$ cat src/rtl/linecode_pkg.sv
`timescale 1ns/1ps
package linecode_pkg;

  // Token held in each buffered bit slot of the encoder pipeline.
  typedef enum logic [2:0] {
    TK_IDLE   = 3'd0,  // slot holds no line data (after reset / in pass-through)
    TK_ZERO   = 3'd1,  // plain zero
    TK_MARK   = 3'd2,  // data one, alternating polarity
    TK_BPULSE = 3'd3,  // substitution balancing pulse, alternating polarity
    TK_VIOL   = 3'd4   // substitution violation, repeats last polarity
  } token_t;

  // Strobes from the control unit to the datapath.
  typedef struct packed {
    logic passThru;    // copy pre-coded rails
    logic useHdb3;     // four-zero substitution span
    logic substitute;  // incoming slot becomes a violation
    logic insertB;     // start of the window becomes a balancing pulse
  } tx_strobe_t;

  localparam int B3ZS_SPAN = 3;
  localparam int HDB3_SPAN = 4;

  // Parity of marks since the last violation, advanced by one token.
  function automatic logic advanceParity(input logic odd, input token_t t);
    case (t)
      TK_VIOL:             advanceParity = 1'b0;
      TK_MARK, TK_BPULSE:  advanceParity = ~odd;
      default:             advanceParity = odd;
    endcase
  endfunction

endpackage

$ cat src/rtl/lc_tx_ctrl.sv
`timescale 1ns/1ps
module lc_tx_ctrl
  import linecode_pkg::*;
#(
  parameter int PIPE_DEPTH = 4
) (
  input  logic                        txClk,
  input  logic                        rstSync,
  input  logic [3:0]                  cfgCtrl,
  input  logic                        posData,
  input  token_t [PIPE_DEPTH-1:0]     pipeTok,
  output tx_strobe_t                  strobe
);

  localparam int LAST = PIPE_DEPTH - 1;

  logic singleRail, encEnable, encActive, hdb3Sel;
  logic parOdd, parBeforeWin, windowZero, runHit;
  int   winLen;

  assign singleRail = cfgCtrl[3];
  assign encEnable  = cfgCtrl[2];
  assign encActive  = singleRail | encEnable;     // single-rail forces the encoder on
  assign hdb3Sel    = (cfgCtrl[1:0] == 2'b01);
  assign winLen     = hdb3Sel ? HDB3_SPAN : B3ZS_SPAN;

  // Parity seen at the start of the zero window: output-side parity, advanced
  // by every buffered token that lies ahead of the window (oldest first).
  always_comb begin
    parBeforeWin = parOdd;
    for (int i = LAST; i >= 0; i--) begin
      if (i >= winLen - 1) parBeforeWin = advanceParity(parBeforeWin, pipeTok[i]);
    end
  end

  // The newest winLen-1 buffered slots plus the incoming bit must all be plain zeros.
  always_comb begin
    windowZero = 1'b1;
    for (int i = 0; i < PIPE_DEPTH; i++) begin
      if (i < winLen - 1 && pipeTok[i] != TK_ZERO) windowZero = 1'b0;
    end
  end

  assign runHit = encActive && !posData && windowZero;

  always_comb begin
    strobe.passThru   = ~encActive;
    strobe.useHdb3    = hdb3Sel;
    strobe.substitute = runHit;
    strobe.insertB    = runHit && !parBeforeWin;
  end

  // Output-side parity tracks the token leaving the buffer.
  always_ff @(negedge txClk) begin
    if (rstSync) parOdd <= 1'b0;
    else         parOdd <= advanceParity(parOdd, pipeTok[LAST]);
  end

  // a balancing pulse is only ever requested together with a violation
  p_b_with_v_r5: assert property (@(negedge txClk) disable iff (rstSync)
    strobe.insertB |-> strobe.substitute && !posData);

endmodule

$ cat src/rtl/lc_tx_datapath.sv
`timescale 1ns/1ps
module lc_tx_datapath
  import linecode_pkg::*;
#(
  parameter int PIPE_DEPTH = 4
) (
  input  logic                        txClk,
  input  logic                        rstSync,
  input  logic                        posData,
  input  logic                        negData,
  input  tx_strobe_t                  strobe,
  output token_t [PIPE_DEPTH-1:0]     pipeTok,
  output logic                        pulsePos,
  output logic                        pulseNeg
);

  localparam int LAST = PIPE_DEPTH - 1;

  logic [PIPE_DEPTH-1:0] dualP, dualN;
  token_t                tokIn;
  logic                  lastPol;   // 1: previous pulse was positive
  logic                  encOut;
  logic [2:0]            zeroRun;

  always_comb begin
    if (strobe.passThru)        tokIn = TK_IDLE;
    else if (strobe.substitute) tokIn = TK_VIOL;
    else if (posData)           tokIn = TK_MARK;
    else                        tokIn = TK_ZERO;
  end

  // Token buffer; a balancing pulse overwrites the oldest slot of the window.
  always_ff @(negedge txClk) begin
    if (rstSync) begin
      for (int i = 0; i < PIPE_DEPTH; i++) pipeTok[i] <= TK_IDLE;
    end else begin
      pipeTok[0] <= tokIn;
      for (int i = 1; i < PIPE_DEPTH; i++) pipeTok[i] <= pipeTok[i-1];
      if (strobe.insertB) begin
        if (strobe.useHdb3) pipeTok[HDB3_SPAN-1] <= TK_BPULSE;
        else                pipeTok[B3ZS_SPAN-1] <= TK_BPULSE;
      end
    end
  end

  // Pass-through delay line for pre-coded rails.
  generate
    for (genvar g = 0; g < PIPE_DEPTH; g++) begin : g_dual
      always_ff @(negedge txClk) begin
        if (rstSync) begin
          dualP[g] <= 1'b0;
          dualN[g] <= 1'b0;
        end else if (g == 0) begin
          dualP[g] <= strobe.passThru & posData;
          dualN[g] <= strobe.passThru & negData;
        end else begin
          dualP[g] <= dualP[(g == 0) ? 0 : g-1];
          dualN[g] <= dualN[(g == 0) ? 0 : g-1];
        end
      end
    end
  endgenerate

  // Output stage: polarity assignment of the leaving token.
  always_ff @(negedge txClk) begin
    if (rstSync) begin
      pulsePos <= 1'b0;
      pulseNeg <= 1'b0;
      lastPol  <= 1'b0;
      encOut   <= 1'b0;
      zeroRun  <= '0;
    end else if (strobe.passThru) begin
      pulsePos <= dualP[LAST];
      pulseNeg <= dualN[LAST];
      encOut   <= 1'b0;
      zeroRun  <= '0;
    end else begin
      encOut <= 1'b1;
      case (pipeTok[LAST])
        TK_MARK, TK_BPULSE: begin
          pulsePos <= ~lastPol;
          pulseNeg <= lastPol;
          lastPol  <= ~lastPol;
          zeroRun  <= '0;
        end
        TK_VIOL: begin
          pulsePos <= lastPol;
          pulseNeg <= ~lastPol;
          zeroRun  <= '0;
        end
        TK_ZERO: begin
          pulsePos <= 1'b0;
          pulseNeg <= 1'b0;
          if (zeroRun != 3'd7) zeroRun <= zeroRun + 3'd1;
        end
        default: begin
          pulsePos <= 1'b0;
          pulseNeg <= 1'b0;
          zeroRun  <= '0;
        end
      endcase
    end
  end

  // encoded output never asks for both polarities
  p_no_both_r9: assert property (@(negedge txClk) disable iff (rstSync)
    encOut |-> !(pulsePos && pulseNeg));

  // the encoded line never carries more than three zeros in a row
  p_zero_limit_r9: assert property (@(negedge txClk) disable iff (rstSync)
    zeroRun <= 3'd3);

  // a violation token leaving the buffer always becomes a line pulse
  p_viol_pulse_r5: assert property (@(negedge txClk) disable iff (rstSync)
    (!strobe.passThru && pipeTok[LAST] == TK_VIOL) |=> (pulsePos ^ pulseNeg));

endmodule

$ cat src/rtl/bipolar_tx_encoder.sv
`timescale 1ns/1ps
module bipolar_tx_encoder
  import linecode_pkg::*;
#(
  parameter int PIPE_DEPTH = 4
) (
  input  logic       txClk,
  input  logic       rstSync,
  input  logic [3:0] cfgCtrl,
  input  logic       posData,
  input  logic       negData,
  output logic       pulsePos,
  output logic       pulseNeg
);

  tx_strobe_t              strobe;
  token_t [PIPE_DEPTH-1:0] pipeTok;

  lc_tx_ctrl #(.PIPE_DEPTH(PIPE_DEPTH)) u_ctrl (
    .txClk   (txClk),
    .rstSync (rstSync),
    .cfgCtrl (cfgCtrl),
    .posData (posData),
    .pipeTok (pipeTok),
    .strobe  (strobe)
  );

  lc_tx_datapath #(.PIPE_DEPTH(PIPE_DEPTH)) u_dp (
    .txClk    (txClk),
    .rstSync  (rstSync),
    .posData  (posData),
    .negData  (negData),
    .strobe   (strobe),
    .pipeTok  (pipeTok),
    .pulsePos (pulsePos),
    .pulseNeg (pulseNeg)
  );

  // Checker state: reset seen last edge, and length of the pass-through stretch.
  logic       rstQ;
  logic [2:0] passCnt;

  always_ff @(negedge txClk) begin
    rstQ <= rstSync;
    if (rstSync || cfgCtrl[3] || cfgCtrl[2]) passCnt <= '0;
    else if (passCnt != 3'd7)                passCnt <= passCnt + 3'd1;
  end

  // outputs are cleared by reset
  p_reset_clear_r1: assert property (@(negedge txClk) disable iff (rstSync)
    rstQ |-> !pulsePos && !pulseNeg);

  // steady pass-through copies both rails with a four-bit delay
  p_pass_delay_r2: assert property (@(negedge txClk) disable iff (rstSync)
    passCnt >= 3'd6 |-> pulsePos == $past(posData, 5) && pulseNeg == $past(negData, 5));

endmodule

$ cat config.mk
export PLATFORM = sky130hd
export DESIGN_NAME = bipolar_tx_encoder
export DESIGN_NICKNAME = d
export VERILOG_FILES = /design/src/rtl/linecode_pkg.sv /design/src/rtl/lc_tx_ctrl.sv /design/src/rtl/lc_tx_datapath.sv /design/src/rtl/bipolar_tx_encoder.sv
export SDC_FILE = /design/constraint.sdc
export NUM_CORES = 1
export LEC_CHECK = 0
export BUFFER_PORTS_ARGS = -buffer_cell sky130_fd_sc_hd__buf_2
export CAP_MARGIN = 20
export CELL_PAD_IN_SITES_DETAIL_PLACEMENT = 0
export CELL_PAD_IN_SITES_GLOBAL_PLACEMENT = 2
export CORE_ASPECT_RATIO = 1.2
export CORE_MARGIN = 4
export CORE_UTILIZATION = 34
export DETAILED_ROUTE_END_ITERATION = 7
export PLACE_DENSITY = 0.73
export REMOVE_ABC_BUFFERS = 1
export SYNTH_ARGS = -nofsm -noshare
export SYNTH_HDL_FRONTEND = slang
export SYNTH_SLANG_ARGS = --single-unit
$ cat constraint.sdc
create_clock -name txClk -period 1.8 [get_ports txClk]
set_input_delay 0.27 -clock txClk [delete_from_list [all_inputs] [get_ports txClk]]
set_output_delay 0.27 -clock txClk [all_outputs]
set_load 0.02 [all_outputs]
==> out/metrics.yaml, run 1 <==
status: "complete, but fails checks"
violations: "negative setup slack"
syn_inst: 83
die_h_um: 62.3
dp_slack_ns: -0.227
crit_family: "flip-flops"
drc: 0
start_util: 0.358
synth-seq-cells: 24
cp_slowest_cell: "dfxtp_2"
wirelength_mm: 1.46
postRouteAntennaNets: 0
clkTransAtPathRegs_ns: 0.05
drtPass1Iterations: 4
critPathMaxFanout: 1
fin_tns_setup_ns: -0.354
critPathKind: "flip-flop to output pin"
fillerInstances: 272
dpl.cell_count: 126
drive_gt1_frac: 0.197
end_kind: "output pin"
rows: 19
path_buf_inv: 1
syn-cell-area_um2: 835
avgSynthCellArea_um2: 10.1
antenna_found_initial: 0
synthArstFlopShare: 0
coreArea_mm2: 0.00233
worst_slack_ns: -0.178
cts_buffers: 3
cp-start-kind: "flip-flop"
drt_iter0_drc: 18
hpwlAfterDp_mm: 1.03
multi_input_area_um2: 335
max_cap_violations: 0
slew_headroom: 0.726
fin_cells: 153
grtUsageTotal: 0.104
grt_pass1_vias: 703
ys_warn_count: 0
final_cell_area_mm2: 0.00109
synthMostInstantiatedCell: "dfxtp_1"
dieArea_mm2: 0.00331
slowest_delay_ns: 0.31
ys.flop_type: "dfxtp_1"
cts_hold_buf: 0
synth_top_area_share: 0.576
cellLeakagePower_nw: 0.526
cts.sinks: 24
areaGrowthSynthToFinish_pct: 31.2
insertedDiodeCount: 0
synth_common_cells: "dfxtp_1 (24), nor2b_1 (14), nor2_1 (12)"
nets: 131
numPortBuffers: 9
clock_latency_ns: 0.39
via_count: 690
crit_chain: "buf_6"
clockBufferDepth: 2
grt.overflow.total: 0
seq_area_um2: 483
avgRoutedWirePerCell_um: 9.52
clock-root-buffer: "clkbuf_4"
rsz0062_at_grt: "true"
vias_per_cell: 4.51
grt_pass1_wl_mm: 2.60
cts.htree.levels: 1
skew_ns: 0.0131
setup_viol: 2
dpl-instance-area_um2: 965
synth_edf_count: 0
required_ns: 1.53
ys_seq_area_frac: 0.576
cts_tree: "built"
worst-slew-pin-transition_ns: 0.405
synth_area_leaders: "dfxtp_1 (58%), nor2b_1 (10%), nor2_1 (5.4%), nand2b_1 (2.2%), a21oi_1 (1.8%)"
die_w_um: 53.2
synth_cell_types: 25
ir_worst_vdd_mv: 0.661
hold_ws_ns: 0.425
hp-class: "flip-flop to flip-flop"
cp.arrival_ns: 1.71
slew_viol_final: 0
yosysTopAreaCell: "dfxtp_1"
grt_start_max_net_pins: 15
hold_viol: 0
ios: 10
p_per_area_mw_per_mm2: 966
place.gp.congestion: 0.651
-- worst reg2reg max path, cell delays in order (launching register included) --
cell and delay [ns]:
dfxtp_1 0.32, nor2b_4 0.14, mux2_4 0.28, or3_1 0.37, a311oi_1 0.25
-- area by class of cell --
class	instances	share of cell area
Clock inverter	25	0.0880
Sequential cell	24	0.441
Timing Repair Buffer	15	0.105
Tap cell	31	0.0354
Inverter	1	0.00343
Multi-Input combinational cell	54	0.306
Clock buffer	3	0.0206
-- placed cells by master (no fill, tap or decap) --
cell type / Yosys / layout
a41oi_1: 1 / 1
nand4b_1: 1 / 1
nor3b_1: 1 / 1
o21ai_0: 2 / 2
nor3_1: 3 / 3
nor2_1: 12 / 12
buf_4: 0 / 5
inv_4: 0 / 1
xor2_1: 1 / 1
buf_12: 0 / 1
or2_2: 1 / 1
a21oi_1: 3 / 3
nor4b_1: 1 / 1
and3b_1: 1 / 1
a311oi_1: 1 / 1
nor2b_4: 1 / 1
mux2_4: 1 / 1
a211oi_1: 2 / 2
buf_2: 0 / 7
mux2i_1: 1 / 1
buf_6: 0 / 2
inv_1: 2 / 25
o22ai_1: 1 / 1
dfxtp_2: 0 / 2
clkbuf_4: 0 / 3
dfxtp_1: 24 / 22
or3_1: 1 / 1
nand2b_1: 3 / 3
or2b_1: 1 / 1
nand2_1: 1 / 1
nor2b_1: 14 / 14
-- metrics by stage --
stage | total power, mW | utilization
detailed placement | 0.704 | 0.414
floorplan | 0.668 | -
global placement | 0.705 | 0.414
global route | 1.17 | 0.470
finish | 1.06 | 0.470
CTS | 1.10 | 0.470
-- path summary, 6_finish.rpt --
| path | start | to | slack, ns | cells after the start |
|---|---|---|---|---|
| min | u_dp.dualP[2] | u_dp.dualP[3] | 0.42 | 1 |
| max | u_dp.pulseNeg | pulseNeg | -0.18 | 1 |
| max reg2reg | u_dp.pipeTok[10] | u_dp.pipeTok[7] | 0.34 | 4 |
| min reg2reg | u_dp.dualP[2] | u_dp.dualP[3] | 0.42 | 1 |
-- metal layers --
| metal | track usage | routed length, um | up-vias |
|---|---|---|---|
| met5 | 0 | 0 | - |
| met4 | 0.0958 | 35 | 0 |
| met3 | 0.0598 | 50 | 6 |
| met2 | 0.143 | 760 | 11 |
| met1 | 0.107 | 610 | 318 |
| li1 | - | - | 355 |
-- registers in the layout (all words and copies together), names as in the netlist --
| signal | flops |
|---|---|
| u_dp.lastPol | 1 |
| u_dp.dualN | 4 |
| u_dp.dualP | 4 |
| u_ctrl.parOdd | 1 |
| u_dp.pipeTok | 12 |
| u_dp.pulsePos | 1 |
| u_dp.pulseNeg | 1 |
-- repair_timing --
| action | 4_1_cts | 5_1_grt |
|---|---|---|
| buffers inserted | 0 | 0 |
| setup endpoints to repair | 2 | 2 |
| resized for setup | 6 | 0 |
-- where the power goes --
part	internal [mW]	switching, mW
sequential	0.545	0.00573
clock	0.155	0.290
combinational	0.0330	0.0283
total	0.733	0.324
-- cells by family (layout without fill, tap and decap cells) --
| logic type | count (synthesis) | count (layout) | synth area share |
|---|---|---|---|
| AND/OR/NAND/NOR | 41 | 41 | 0.285 |
| buffers and inverters | 5 | 44 | 0.0225 |
| AO/OA/AOI/OAI | 10 | 10 | 0.0765 |
| flip-flops | 24 | 24 | 0.576 |
| XOR/XNOR | 1 | 1 | 0.0105 |
| multiplexers | 2 | 2 | 0.0300 |
(Power assumes the default switching activity.)
==> run 2, diff against run 1 <==
BUFFER_PORTS_ARGS = default   (was -buffer_cell sky130_fd_sc_hd__buf_2)
CORE_UTILIZATION = 37   (was 34)
CTS_BUF_LIST = sky130_fd_sc_hd__clkbuf_16   (was default)
DONT_BUFFER_PORTS = 1   (was default)
PLACE_DENSITY = 0.72   (was 0.73)
clock period = 1.92 ns   (was 1.8 ns; I/O delays follow)
==> out/metrics.yaml, run 2 (synthesized netlist as in run 1, its figures left out) <==
clockBufferDepth: 2  # unchanged
r2r_cells: 4  # unchanged
coreArea_mm2: 0.00209  # was 0.00233 mm2
grt_pass1_wl_mm: 2.52  # was 2.60 mm
cellLeakagePower_nw: 0.495  # was 0.526 nW
cts.sinks: 24  # unchanged
dp_slack_ns: -0.0970  # was -0.227 ns
setup_viol: 2  # unchanged
via_count: 610  # was 690
rsz0062_at_grt: "true"  # unchanged
grt_start_max_net_pins: 25  # was 15
fin_cells: 141  # was 153
start_util: 0.398  # was 0.358
power_mw: 1.20  # was 1.06 mW
insertedDiodeCount: 0  # unchanged
skew_ns: 0.0157  # was 0.0131 ns
status: "complete, but fails checks"  # unchanged
fin_tns_setup_ns: -0.0655  # was -0.354 ns
hold_ws_ns: 0.425  # about the same
worst_r2r_endpoint: "u_dp.pipeTok[7]"  # unchanged
layout_commonest_cell: "inv_1"  # unchanged
cts_tree: "built"  # unchanged
avgRoutedWirePerCell_um: 10.5  # was 9.52 um
place.gp.congestion: 0.630  # was 0.651
worstHoldStart: "u_dp.dualP[0]"  # was u_dp.dualP[2]
rows: 18  # was 19
r2r_start: "u_dp.pipeTok[10]"  # unchanged
drtPass1Iterations: 2  # was 4
cp.arrival_ns: 1.68  # was 1.71 ns
clock-root-buffer: "clkbuf_16"  # was clkbuf_4
slew_viol_final: 0  # unchanged
dpl-instance-area_um2: 891  # was 965 um2
grtUsageTotal: 0.116  # was 0.104
final_util: 0.509  # was 0.470
ios: 10  # unchanged
ir_worst_vdd_mv: 0.588  # was 0.661 mV
critPathKind: "flip-flop to output pin"  # unchanged
hold_depth: 1  # unchanged
grt.overflow.total: 0  # unchanged
clkTransAtPathRegs_ns: 0.05  # about the same
end_kind: "output pin"  # unchanged
hp-class: "flip-flop to flip-flop"  # unchanged
max_cap_violations: 0  # unchanged
die_h_um: 60.0  # was 62.3 um
drc: 0  # unchanged
cp-start-kind: "flip-flop"  # unchanged
slew_headroom: 0.741  # was 0.726
drive_gt1_frac: 0.117  # was 0.197
postRouteAntennaNets: 0  # unchanged
layout_common_cells: "inv_1 (25), dfxtp_1 (22), nor2b_1 (14)"  # unchanged
cts.htree.levels: 1  # unchanged
worst_slack_ns: -0.0466  # was -0.178 ns
final_cell_area_mm2: 0.00107  # was 0.00109 mm2
grt_pass1_vias: 662  # was 703
violations: "negative setup slack"  # unchanged
numPortBuffers: 0  # was 9
cts_buffers: 3  # unchanged
areaGrowthSynthToFinish_pct: 27.7  # was 31.2%
required_ns: 1.63  # was 1.53 ns
nets: 120  # was 131
antenna_found_initial: 0  # unchanged
die_w_um: 51.4  # was 53.2 um
clock_latency_ns: 0.35  # was 0.39 ns
worst-slew-pin-transition_ns: 0.384  # was 0.405 ns
vias_per_cell: 4.33  # was 4.51
hold_viol: 0  # unchanged
dieArea_mm2: 0.00308  # was 0.00331 mm2
top_register: "u_dp.pipeTok"  # unchanged
reg_top3: "u_dp.pipeTok (12), u_dp.dualN (4), u_dp.dualP (4)"  # unchanged
largest_reg_flops: 12  # unchanged
wirelength_mm: 1.48  # was 1.46 mm
postCtsSetupRepairBufs: 0  # unchanged
fillerInstances: 219  # was 272
drt_iter0_drc: 4  # was 18
min_to: "u_dp.dualP[1]"  # was u_dp.dualP[3]
hpwlAfterDp_um: 964  # was 1.03 mm
critPathMaxFanout: 1  # unchanged
p_per_area_mw_per_mm2: 1120  # was 966 mW/mm2
cts_hold_buf: 0  # unchanged
r2r_slack_ns: 0.44  # was 0.34 ns
dpl.cell_count: 114  # was 126
run 2: per-layer routing:
metal,wire length [um],vias to the layer above,part of all wire,track usage
li1,-,334,-,-
met1,657,264,0.44,0.111
met2,735,10,0.50,0.171
met3,63,2,0.043,0.0773
met4,21,0,0.014,0.0974
met5,0,-,0,0
run 2: worst max-delay path by stage:
stage	cells after the start	slack [ns]	from	endpoint
final	0	-0.05	u_dp.pulsePos	pulsePos
after global routing	0	-0.07	u_dp.pulsePos	pulsePos
after CTS	0	-0.03	u_dp.pulseNeg	pulseNeg
after detailed placement	4	-0.1	cfgCtrl[2]	u_dp.lastPol
after global placement	4	-0.09	cfgCtrl[2]	u_dp.lastPol
after floorplan	4	-0.03	cfgCtrl[2]	u_dp.lastPol
run 2: worst reg2reg max path: stages (launching register included):
cell	delay (ns)
dfxtp_1	0.32
nor2b_4	0.14
mux2_4	0.27
or3_1	0.38
a311oi_1	0.26
run 2: what timing repair did:
action / in CTS / in global routing
endpoints found under the hold margin: 0 / 0
setup endpoints to repair: 2 / 2
gates resized for setup: 4 / 0
run 2: layout make-up:
type / instances / area, um2 / share of cell area
multi-input combinational: 54 / 335 / 0.315
inverter: 1 / 3.75 / 0.00352
sequential: 24 / 488 / 0.458
timing repair buffer: 4 / 30.0 / 0.0282
clock buffer: 3 / 75.1 / 0.0704
clock inverter: 25 / 96.3 / 0.0904
tap: 30 / 37.5 / 0.0352
run 2: power by group:
part	switching, mW	total, mW	internal (mW)
Combinational	0.0140	0.0309	0.0169
Clock	0.297	0.647	0.350
Sequential	0.00720	0.519	0.512
